--- src/rtl/eewr_pkg.sv ---
package eewr_pkg;
  typedef struct packed {
    logic startEv;
    logic stopEv;
    logic sclRise;
    logic sclFall;
  } busEv_t;

  typedef struct packed {
    logic shiftEn;
    logic loadAddr;
    logic pushData;
    logic ackSet;
    logic ackClr;
  } dpCmd_t;

  typedef enum logic [1:0] {ST_IDLE, ST_CTRL, ST_ADDR, ST_DATA} rxState_t;
endpackage

--- src/rtl/eewr_dp.sv ---
module eewr_dp
  import eewr_pkg::*;
#(
  parameter int BYTE_W = 8
) (
  input  logic              clk,
  input  logic              rstN,
  input  logic              sclIn,
  input  logic              sdaIn,
  input  dpCmd_t            cmd,
  output busEv_t            ev,
  output logic [BYTE_W-1:0] rxByte,
  output logic              sdaOe,
  output logic [BYTE_W-1:0] wordAddr,
  output logic [BYTE_W-1:0] wrData
);
  logic [1:0] sclSync, sdaSync;
  logic sclPrev, sdaPrev;
  logic sclNow, sdaNow;

  assign sclNow = sclSync[1];
  assign sdaNow = sdaSync[1];

  // Idle bus is high; reset to that level so no event fires at release.
  always_ff @(posedge clk or negedge rstN) begin
    if (!rstN) begin
      sclSync <= 2'b11;
      sdaSync <= 2'b11;
      sclPrev <= 1'b1;
      sdaPrev <= 1'b1;
    end else begin
      sclSync <= {sclSync[0], sclIn};
      sdaSync <= {sdaSync[0], sdaIn};
      sclPrev <= sclNow;
      sdaPrev <= sdaNow;
    end
  end

  always_comb begin
    ev.sclRise = sclNow & ~sclPrev;
    ev.sclFall = ~sclNow & sclPrev;
    ev.startEv = sclNow & sclPrev & sdaPrev & ~sdaNow;
    ev.stopEv  = sclNow & sclPrev & ~sdaPrev & sdaNow;
  end

  always_ff @(posedge clk or negedge rstN) begin
    if (!rstN) begin
      rxByte   <= '0;
      wordAddr <= '0;
      wrData   <= '0;
      sdaOe    <= 1'b0;
    end else begin
      if (cmd.shiftEn)  rxByte   <= {rxByte[BYTE_W-2:0], sdaNow};
      if (cmd.loadAddr) wordAddr <= rxByte;
      if (cmd.pushData) wrData   <= rxByte;
      if (cmd.ackClr)      sdaOe <= 1'b0;
      else if (cmd.ackSet) sdaOe <= 1'b1;
    end
  end
endmodule

--- src/rtl/eewr_ctrl.sv ---
module eewr_ctrl
  import eewr_pkg::*;
#(
  parameter int          DEV_W    = 4,
  parameter int          CS_W     = 3,
  parameter [DEV_W-1:0]  DEV_CODE = 4'b1010
) (
  input  logic                        clk,
  input  logic                        rstN,
  input  busEv_t                      ev,
  input  logic [DEV_W+CS_W:0]         rxByte,
  input  logic [CS_W-1:0]             chipSel,
  input  logic                        busy,
  output dpCmd_t                      cmd,
  output logic                        wrValid,
  output logic                        commit
);
  localparam int BYTE_W = DEV_W + CS_W + 1;
  localparam int CNT_W  = $clog2(BYTE_W + 1);

  rxState_t state;
  logic [CNT_W-1:0] bitCnt;
  logic inAck, gotData;
  logic byteFull, decide, ctrlOk, accept;

  always_comb begin
    byteFull = (bitCnt == CNT_W'(BYTE_W));
    decide   = ev.sclFall && byteFull && !inAck && (state != ST_IDLE);
    ctrlOk   = (rxByte[BYTE_W-1 -: DEV_W] == DEV_CODE) &&
               (rxByte[CS_W:1] == chipSel) && !rxByte[0] && !busy;
    accept   = decide && ((state != ST_CTRL) || ctrlOk);

    cmd          = '0;
    cmd.shiftEn  = ev.sclRise && (state != ST_IDLE) && !byteFull && !inAck;
    cmd.loadAddr = accept && (state == ST_ADDR);
    cmd.pushData = accept && (state == ST_DATA);
    cmd.ackSet   = accept;
    cmd.ackClr   = (ev.sclFall && inAck) || ev.startEv || ev.stopEv;
  end

  always_ff @(posedge clk or negedge rstN) begin
    if (!rstN) begin
      state   <= ST_IDLE;
      bitCnt  <= '0;
      inAck   <= 1'b0;
      gotData <= 1'b0;
      wrValid <= 1'b0;
      commit  <= 1'b0;
    end else begin
      wrValid <= cmd.pushData;
      commit  <= ev.stopEv && (state == ST_DATA) && gotData;
      if (ev.startEv) begin
        state   <= ST_CTRL;
        bitCnt  <= '0;
        inAck   <= 1'b0;
        gotData <= 1'b0;
      end else if (ev.stopEv) begin
        state   <= ST_IDLE;
        bitCnt  <= '0;
        inAck   <= 1'b0;
        gotData <= 1'b0;
      end else if (state != ST_IDLE) begin
        if (cmd.shiftEn) bitCnt <= bitCnt + 1'b1;
        if (decide) begin
          if (accept) begin
            inAck <= 1'b1;
            unique case (state)
              ST_CTRL: state <= ST_ADDR;
              ST_ADDR: state <= ST_DATA;
              default: gotData <= 1'b1;
            endcase
          end else begin
            state  <= ST_IDLE;
            bitCnt <= '0;
          end
        end else if (ev.sclFall && inAck) begin
          inAck  <= 1'b0;
          bitCnt <= '0;
        end
      end
    end
  end
endmodule

--- src/rtl/eeprom_wr_front.sv ---
module eeprom_wr_front
  import eewr_pkg::*;
#(
  parameter int               DEV_W    = 4,
  parameter int               CS_W     = 3,
  parameter logic [DEV_W-1:0] DEV_CODE = 4'b1010
) (
  input  logic                    clk,
  input  logic                    rstN,
  input  logic                    sclIn,
  input  logic                    sdaIn,
  input  logic [CS_W-1:0]         chipSel,
  input  logic                    busy,
  output logic                    sdaOe,
  output logic [DEV_W+CS_W:0]     wordAddr,
  output logic [DEV_W+CS_W:0]     wrData,
  output logic                    wrValid,
  output logic                    commit
);
  localparam int BYTE_W = DEV_W + CS_W + 1;

  busEv_t ev;
  dpCmd_t cmd;
  logic [BYTE_W-1:0] rxByte;

  eewr_dp #(.BYTE_W(BYTE_W)) u_dp (
    .clk(clk), .rstN(rstN), .sclIn(sclIn), .sdaIn(sdaIn), .cmd(cmd),
    .ev(ev), .rxByte(rxByte), .sdaOe(sdaOe), .wordAddr(wordAddr),
    .wrData(wrData)
  );

  eewr_ctrl #(.DEV_W(DEV_W), .CS_W(CS_W), .DEV_CODE(DEV_CODE)) u_ctrl (
    .clk(clk), .rstN(rstN), .ev(ev), .rxByte(rxByte), .chipSel(chipSel),
    .busy(busy), .cmd(cmd), .wrValid(wrValid), .commit(commit)
  );
endmodule

--- config.mk ---
export PLATFORM = sky130hd
export DESIGN_NAME = eeprom_wr_front
export DESIGN_NICKNAME = d
export VERILOG_FILES = /design/src/rtl/eewr_pkg.sv /design/src/rtl/eewr_dp.sv /design/src/rtl/eewr_ctrl.sv /design/src/rtl/eeprom_wr_front.sv
export SDC_FILE = /design/constraint.sdc
export NUM_CORES = 1
export LEC_CHECK = 0
export ABC_AREA = 1
export BUFFER_PORTS_ARGS = -buffer_cell sky130_fd_sc_hd__buf_2
export CORE_MARGIN = 10
export CORE_UTILIZATION = 51
export CTS_BUF_LIST = sky130_fd_sc_hd__clkbuf_4 sky130_fd_sc_hd__clkbuf_8 sky130_fd_sc_hd__clkbuf_16
export DETAILED_ROUTE_END_ITERATION = 7
export PLACE_DENSITY = 0.75
export REMOVE_ABC_BUFFERS = 1
export SETUP_SLACK_MARGIN = 0.15
export SLEW_MARGIN = 15
export SYNTH_ARGS = -nofsm -noshare
export SYNTH_HDL_FRONTEND = slang
export SYNTH_SLANG_ARGS = --single-unit
--- constraint.sdc ---
create_clock -name clk -period 1.5 [get_ports clk]
set_input_delay 0.15 -clock clk [delete_from_list [all_inputs] [get_ports clk]]
set_output_delay 0.15 -clock clk [all_outputs]
set_load 0.1 [all_outputs]
Yosys cells after proc, flatten, opt, wreduce, memory -nomap -nowiden
Cells that the tools add are included.
{"block": "totals", "regBits": 41, "inputBits": 8, "out_inout_bits": 19, "elab_cells": 94}
{"block": "classes", "add_sub_neg": 1, "eq_ne": 10, "muxes": 26, "bitwise_logic": 11, "reduce_logical": 32}
{"cell": "4-bit 2-to-1 mux", "count": 7}
{"cell": "1-bit logical AND", "count": 15}
{"cell": "1-bit 2-to-1 mux", "count": 13}
{"cell": "2-bit 2-to-1 mux", "count": 5}
{"cell": "3-bit nonzero test", "count": 3}
{"cell": "4-bit == test (second input constant)", "count": 2}
{"cell": "1-bit AND", "count": 7}
{"cell": "3-bit AND reduction", "count": 2}
{"cell": "5-bit by 3-bit inequality test with 1-bit output (second input constant)", "count": 1}
{"cell": "4-bit by 1-bit adder with 4-bit output (second input constant)", "count": 1}
{"cell": "2-bit == test (second input constant)", "count": 2}
{"cell": "1-bit zero test", "count": 4}
{"cell": "4-bit by 2-bit inequality test with 1-bit output (second input constant)", "count": 1}
{"cell": "1-bit inverter", "count": 4}
{"cell": "2-bit case mux with 2 select lines", "count": 1}
{"cell": "4-bit AND reduction", "count": 1}
{"cell": "2-bit nonzero test", "count": 2}
{"cell": "4-bit nonzero test", "count": 1}
{"cell": "3-bit == test", "count": 1}
{"cell": "1-bit logical OR", "count": 3}
{"cell": "3-bit by 1-bit inequality test with 1-bit output (second input constant)", "count": 1}
{"cell": "2-bit by 1-bit == test with 1-bit output (second input constant)", "count": 1}
{"cell": "2-bit by 1-bit inequality test with 1-bit output (second input constant)", "count": 1}
{"cell": "2-bit OR reduction", "count": 1}

Depth between registers and ports, before layout
Gate-level depths: netlist of run 1.
{"block": "logic_depth", "word_depth": 11, "mapped_depth": 12}

Modules after synthesis
A second synthesis of run 1 with hierarchy kept.
{"block": "hier_totals", "cells_unflattened": 239, "hier_area_um2": 1961.9}
{"mod": "eewr_dp", "instances": 1, "cells_per_inst": 122, "area_each_um2": 1147.4}
{"mod": "eewr_ctrl", "instances": 1, "cells_per_inst": 117, "area_each_um2": 814.5}

Worst setup path after synthesis of run 1
No wires, ideal clock.
{"block": "synth_path", "kind": "reg2reg", "startpoint": "register u_ctrl.state[0]", "endpoint": "register u_ctrl.bitCnt[1]", "setup_ns": 0.114, "arrival_time_ns": 1.458, "required_time_ns": 1.386, "setup_slack_ns": -0.072, "path_stages_with_launch": 10, "cell_sequence": "dfrtp_1 > inv_1 > ha_1 > inv_1 > nand2_1 > nor3_2 > nand2_2 > or2_0 > nand3_1 > inv_1"}
{"block": "synth_between", "elab_chain_cells": 10, "elab_cells_between_ends": 16, "classes_between": "eq/ne (1); mux (7); reduce/logical (8)"}
{"element": "from (decl)", "line": "eewr_ctrl.sv:21", "rtl": "rxState_t state;"}
{"element": "from (signal assigned)", "line": "eewr_ctrl.sv:43", "rtl": "state <= ST_IDLE;"}
{"element": "from (signal assigned)", "line": "eewr_ctrl.sv:53", "rtl": "state <= ST_CTRL;"}
{"element": "from (signal assigned)", "line": "eewr_ctrl.sv:58", "rtl": "state <= ST_IDLE;"}
{"element": "2-bit nonzero test", "line": "eewr_ctrl.sv:28, eewr_ctrl.sv:34, eewr_ctrl.sv:62"}
{"element": "1-bit logical AND (3 in series)", "line": "eewr_ctrl.sv:34", "rtl": "cmd.shiftEn = ev.sclRise && (state != ST_IDLE) && !byteFull && !inAck;"}
{"element": "4-bit 2-to-1 mux", "line": "eewr_ctrl.sv:63", "rtl": "if (cmd.shiftEn) bitCnt <= bitCnt + 1'b1;"}
{"element": "4-bit 2-to-1 mux (on tied branches)", "line": "eewr_ctrl.sv:76, eewr_ctrl.sv:65"}
{"element": "4-bit 2-to-1 mux", "line": "eewr_ctrl.sv:64", "rtl": "if (decide) begin"}
{"element": "4-bit 2-to-1 mux", "line": "eewr_ctrl.sv:62", "rtl": "end else if (state != ST_IDLE) begin"}
{"element": "4-bit 2-to-1 mux", "line": "eewr_ctrl.sv:57", "rtl": "end else if (ev.stopEv) begin"}
{"element": "4-bit 2-to-1 mux", "line": "eewr_ctrl.sv:52", "rtl": "if (ev.startEv) begin"}
{"element": "to (signal assigned)", "line": "eewr_ctrl.sv:63"}
{"element": "to (decl)", "line": "eewr_ctrl.sv:22", "rtl": "logic [CNT_W-1:0] bitCnt;"}
Several ways; a longest one is shown, not always the timed one. The select of a mux whose other input is x is not followed.
A chain may end at the register's enable or synchronous reset.

Worst setup path in the final report of run 1
{"block": "layout_path", "startpoint": "register u_ctrl.bitCnt[1]", "endpoint": "register u_ctrl.inAck"}
{"block": "layout_between", "elab_chain_cells": 8, "elab_cells_between_ends": 12, "classes_between": "eq/ne (2); mux (4); reduce/logical (6)"}
{"element": "4-bit == test (*)", "line": "eewr_ctrl.sv:27", "rtl": "byteFull = (bitCnt == CNT_W'(BYTE_W));"}
{"element": "1-bit logical AND (*) (3 in series)", "line": "eewr_ctrl.sv:28", "rtl": "decide = ev.sclFall && byteFull && !inAck && (state != ST_IDLE);"}
{"element": "1-bit 2-to-1 mux", "line": "eewr_ctrl.sv:64"}
{"element": "1-bit 2-to-1 mux", "line": "eewr_ctrl.sv:62"}
{"element": "1-bit 2-to-1 mux", "line": "eewr_ctrl.sv:57"}
{"element": "1-bit 2-to-1 mux", "line": "eewr_ctrl.sv:52"}
{"element": "to (signal assigned)", "line": "eewr_ctrl.sv:55", "rtl": "inAck <= 1'b0;"}
{"element": "to (signal assigned)", "line": "eewr_ctrl.sv:60", "rtl": "inAck <= 1'b0;"}
{"element": "to (signal assigned)", "line": "eewr_ctrl.sv:66", "rtl": "inAck <= 1'b1;"}
{"element": "to (decl)", "line": "eewr_ctrl.sv:23", "rtl": "logic inAck, gotData;"}
Mark *: on every way between the ends. The rest lies on a longest branch, timed or not. The select of a mux whose other input is x is not followed.

==> results.yml, run 1 <==
floorplanning:
  start_util_pct: 52.7
  rows: 22
  coreArea_um2: 3690
  die_h_um: 81.8
  io_pins: 27
  dieWidth_um: 81.8
  dieArea_um2: 6690
layout:
  fin_util_pct: 76.6
  design_area_um2: 2830
  antenna_cells: 0
  final_common_cell: "nand2_1"
  final_layout_size_suffix_gt1_share_pct: 49.8
  fin_nets: 298
  fillers: 226
  area_growth_pct: 45.3
  final_cell_mix: "55 x nand2_1, 34 x dfrtp_1, 26 x buf_2"
sta:
  fin_ws_ns: -0.150
  fin_skew_ns: 0.0108
  hold_viol: 0
  post-route-min-period_ns: 1.65
  fin_crit_sh_pct: 110
  grt_setup_unrepaired: "true"
  fmax_mhz: 606
  slew_violations: 0
  slew-limit-headroom_pct: 67.6
  setup_violations: 26
  tns_ns: -1.96
  worst_pin_slew_ns: 0.490
  fin_hold_ws_ns: 0.314
routing:
  drt.antenna.violating_nets: 0
  drt_wl_total_um: 5980
  first_pass_iters: 4
  viasPerCell: 5.38
  drt_iter0_drc: 148
  drc: 0
  wl_per_cell_um: 17.9
  via_count: 1792
power:
  max-vdd-ir-drop_v: 0.000682
  switching_power_mw: 1.09
  combPwrFrac_pct: 31.0
  p_per_area_nw_per_um2: 1100
  power.leakage_nw: 1.51
  p_total_mw: 3.10
  pwr-share-seq_pct: 45.3
  p_int_mw: 2.01
  clkPwrFrac_pct: 23.7
  swShare_pct: 35.3
synth:
  ys_seq_area_share_pct: 53.1
  netlist_area_um2: 1950
  yosysUniqueCellTypes: 25
  synth-seq-cells: 41
  avgSynthCellArea_um2: 9.09
  netlist_instances: 214
  ys_warn_count: 0
clocking:
  cts_root_buf: "clkbuf_8"
  htreeDepth: 2
  clkSinkCount: 41
  cts_buffers: 5
  path_clk_slew_ns: 0.09
  clock_latency_ns: 0.31
  cts_max_path_buffers: 2
  cts_tree: "built"
worst_setup_path:
  cp_max_fo: 3
  worst-setup-path-type: "register to register"
  crit_required_ns: 1.71
  start_kind: "register"
  arrival_ns: 1.86
  endpoint_kind: "register"
status:
  status: "finished with violations"
  violations: "negative setup slack"
global_route:
  grt_busiest_layer: "met2"
  met2_usage_pct: 28.1
  grt_pass1_vias: 1767
  antenna_found_initial: 0
  grt_start_max_net_pins: 25
  grtUsageMet3_pct: 3.49
  grt_pass1_wl_um: 8530
  grt_use_met1_pct: 19.7
  grt_usage_pct: 16.5
  grt-ovfl-total: 0
placement:
  io_buffers: 26
  routabilityCongestion: 0.867
  dp_hpwl_um: 2980
  postPlaceCellArea_um2: 2320
min_path:
  hold_class: "primary input to asynchronous set/reset pin"
run:
  max_cap_viol_count: 0
metrics by stage:
stage                     setup slack (ns)  instances
final                               -0.150        333
after global routing                -0.234        333
after CTS                          -0.0274        329
after detailed placement            -0.134        308
after global placement             -0.0838        308
after floorplan                     -0.170        211
flip-flops by register name, summed over array words and instances (netlist names), 2 cells and up:
register / cells
u_dp.rxByte: 8
u_dp.wordAddr: 8
u_dp.wrData: 8
u_ctrl.bitCnt: 4
u_ctrl.state: 2
u_dp.sclSync: 2
u_dp.sdaSync: 2
worst paths after layout:
path,from,end,slack (ns),cells after the start
worst max-delay path,u_ctrl.bitCnt[1],u_ctrl.inAck,-0.15,12
worst max register to register,u_ctrl.bitCnt[1],u_ctrl.inAck,-0.15,12
min in group clk,u_dp.sdaSync[0],u_dp.sdaSync[1],0.36,0
max in group asynchronous,rstN,u_dp.rxByte[2],0.70,3
worst min-delay path,rstN,u_dp.wordAddr[6],0.31,2
worst min register to register,u_dp.sdaSync[0],u_dp.sdaSync[1],0.36,0
layer usage:
layer | vias to the layer above | part of all wire (%)
met5 | - | 0
met4 | 0 | 2.4
met1 | 867 | 39
met3 | 18 | 7.1
met2 | 82 | 51
li1 | 825 | -
cell families after synthesis:
kind of cell | Yosys count | share of synthesized area [%]
AO/OA/AOI/OAI | 22 | 6.82
XOR/XNOR | 2 | 0.900
adder cells (fa/ha/maj) | 6 | 3.86
buffers and inverters | 32 | 7.27
flip-flops | 41 | 53.1
AND/OR/NAND/NOR | 111 | 28.0
critical path, cell delays in order (launching register included):
cell and delay [ns]:
dfrtp_1 0.40, inv_2 0.09, ha_4 0.15, nand3_4 0.08, nor3_4 0.22, nand2_4 0.11
buf_6 0.14, nand2_1 0.05, nand2_1 0.07, nand2_1 0.08, nand2_1 0.06, nand2_1 0.05
nand2_1 0.05
power by group through the flow:
stage | Clock [mW] | Combinational (mW) | Sequential (mW)
floorplan | 0 | 0.322 | 1.36
global placement | 0 | 0.603 | 1.37
detailed placement | 0 | 0.615 | 1.37
CTS | 0.723 | 0.758 | 1.36
global route | 0.791 | 1.04 | 1.42
finish | 0.735 | 0.959 | 1.40
synth_stat cells (all sizes together):
master	count	share of area (%)
nand3	18	5.9
nor2	8	2.4
xor2	1	0.45
buf	3	1.4
o21ai	21	6.6
nor3	4	1.5
ha	6	3.9
nand4	1	0.32
nand2	79	18
xnor2	1	0.45
clkinv	1	0.45
dfrtp	35	45
inv	28	5.4
dfstp	6	8.1
or2	1	0.32
a21oi	1	0.26
repair_timing:
action	in CTS	in global routing
buffers inserted	5	3
gates cloned	5	1
gates resized for setup	33	32
pin swaps	17	8
endpoints found under the hold margin	13	0
hold buffers	3	0
endpoints found under the setup margin	34	34
final cells by class:
class	count	area, um2	area share [%]
Clock buffer	5	68.8	2.43
Clock inverter	3	17.5	0.620
Inverter	29	124	4.38
Multi-Input combinational cell	144	1000	35.4
Sequential cell	41	1030	36.6
Tap cell	48	60.1	2.12
Timing Repair Buffer	63	522	18.5
(Power assumes the default switching activity.)
==> inputs of run 2 (changes only) <==
Settings changed: CELL_PAD_IN_SITES_DETAIL_PLACEMENT set to 0, CELL_PAD_IN_SITES_GLOBAL_PLACEMENT set to 1, CORE_UTILIZATION 51 to 39.
==> results.yml, run 2 (synthesis gave the netlist of run 1 again) <==
worst_setup_path:
  arrival_ns: 1.76
  crit_required_ns: 1.74
  endpoint_kind: "register"
  r2r_slack_ns: -0.03
  start_kind: "register"
  worst-setup-path-type: "register to register"
  cp_max_fo: 8
sta:
  grt_setup_unrepaired: "true"
  post-route-min-period_ns: 1.53
  fin_hold_ws_ns: 0.358
  fin_ws_ns: -0.0272
  fin_skew_ns: 0.00537
  setup_violations: 18
  worst_pin_slew_ns: 0.524
  fmax_mhz: 655
  slew-limit-headroom_pct: 65.1
  slew_violations: 0
  hold_viol: 0
  fin_crit_sh_pct: 102
power:
  power.leakage_nw: 1.46
  max-vdd-ir-drop_v: 0.000575
  p_per_area_nw_per_um2: 1130
routing:
  first_pass_iters: 4
  drc: 0
  via_count: 1606
  viasPerCell: 4.61
  wl_per_cell_um: 13.9
  drt_iter0_drc: 79
  drt_wl_total_um: 4850
  drt.antenna.violating_nets: 0
floorplanning:
  io_pins: 27
  start_util_pct: 40.7
  coreArea_um2: 4790
  dieWidth_um: 90.6
  rows: 25
  die_h_um: 90.6
  dieArea_um2: 8210
placement:
  postPlaceCellArea_um2: 2340
  routabilityCongestion: 0.798
  dp_hpwl_um: 3030
  io_buffers: 26
  dp_cells: 330
  preCtsSetupSlack_ns: -0.0915
clocking:
  htreeDepth: 2
  path_clk_slew_ns: 0.08
  cts_max_path_buffers: 2
  cts_buffers: 5
  cts_root_buf: "clkbuf_8"
  cts_tree: "built"
  clkSinkCount: 41
  clock_latency_ns: 0.30
min_path:
  hold_class: "register to register"
layout:
  fin_cells: 348
  fillers: 430
  final_common_cell: "nand2_1"
  fin_util_pct: 57.6
  final_cell_mix: "53 x nand2_1, 34 x dfrtp_1, 26 x buf_2"
  fin_nets: 294
  design_area_um2: 2760
  area_growth_pct: 41.6
  largestRegisters: "u_dp.rxByte: 8 flops, u_dp.wordAddr: 8 flops, u_dp.wrData: 8 flops"
  final_layout_size_suffix_gt1_share_pct: 47.0
  antenna_cells: 0
status:
  violations: "negative setup slack"
  status: "finished with violations"
global_route:
  grt_usage_pct: 11.6
  grt-ovfl-total: 0
  grt_pass1_wl_um: 7850
  grt_pass1_vias: 1626
  grt_start_max_net_pins: 42
  antenna_found_initial: 0
run:
  max_cap_viol_count: 0
## run 2: cell types whose count changed in the layout (fill, tap and decap cells not counted), sizes merged
cell,previous run,this run
buf,59,54
clkbuf,6,9
clkinv,3,1
bufinv,0,1
clkinvlp,1,0
## run 2: critical path: stages (launching register included)
cell,delay (ns)
dfrtp_1,0.40
inv_2,0.09
ha_4,0.15
nand3_4,0.09
nor3_4,0.12
nand2_2,0.10
clkinv_4,0.12
nand3_4,0.18
inv_2,0.10
nand2_1,0.06
nand2_2,0.05
## run 2: repair_timing
item                       CTS  global route
hold endpoints to repair    37             0
hold buffers                 3             0
pin swaps                   12             7
setup endpoints to repair   34            34
cloned                       3             3
gates resized for setup     24            27
setup buffers                1             0
## run 2: through the flow
stage,power [mW],setup TNS [ns]
final,3.11,-0.236
after global routing,3.28,-3.31
after CTS,2.98,-0.654
after floorplan,1.68,-0.457
after global placement,1.97,-0.429
after detailed placement,1.98,-1.11
## run 2: worst paths after layout
check                                  from          endpoint  depth (start not counted)
setup / recovery           u_ctrl.bitCnt[1]  u_dp.wordAddr[7]                         10
hold / removal              u_dp.sdaSync[0]   u_dp.sdaSync[1]                          0
hold reg to reg             u_dp.sdaSync[0]   u_dp.sdaSync[1]                          0
max in group asynchronous              rstN      u_dp.sdaPrev                          3
setup reg to reg           u_ctrl.bitCnt[1]  u_dp.wordAddr[7]                         10
min in group asynchronous              rstN    u_dp.rxByte[2]                          3
## run 2: metal layers
metal	share of wire [%]	vias up	track usage, %
li1	-	803	-
met1	47	765	14.4
met2	47	30	18.5
met3	4.4	8	3.41
met4	1.6	0	3.98
met5	0	-	0
## run 2: area by class of cell
cell class              count  area [um2]  share of cell area, %
multi-input cells         144         950                   34.5
flip-flops and latches     41        1030                   37.6
clock buffers               7        90.1                   3.27
well taps                  67        83.8                   3.04
inverters                  29         114                   4.13
repair buffers             59         453                   16.4
clock inverters             1        30.0                   1.09
## run 2: report_power, final
group / internal [mW] / leakage, nW / switching (mW)
Clock: 0.561 / 0.0619 / 0.383
Sequential: 1.24 / 0.539 / 0.127
Combinational: 0.372 / 0.860 / 0.422
Total: 2.17 / 1.46 / 0.932
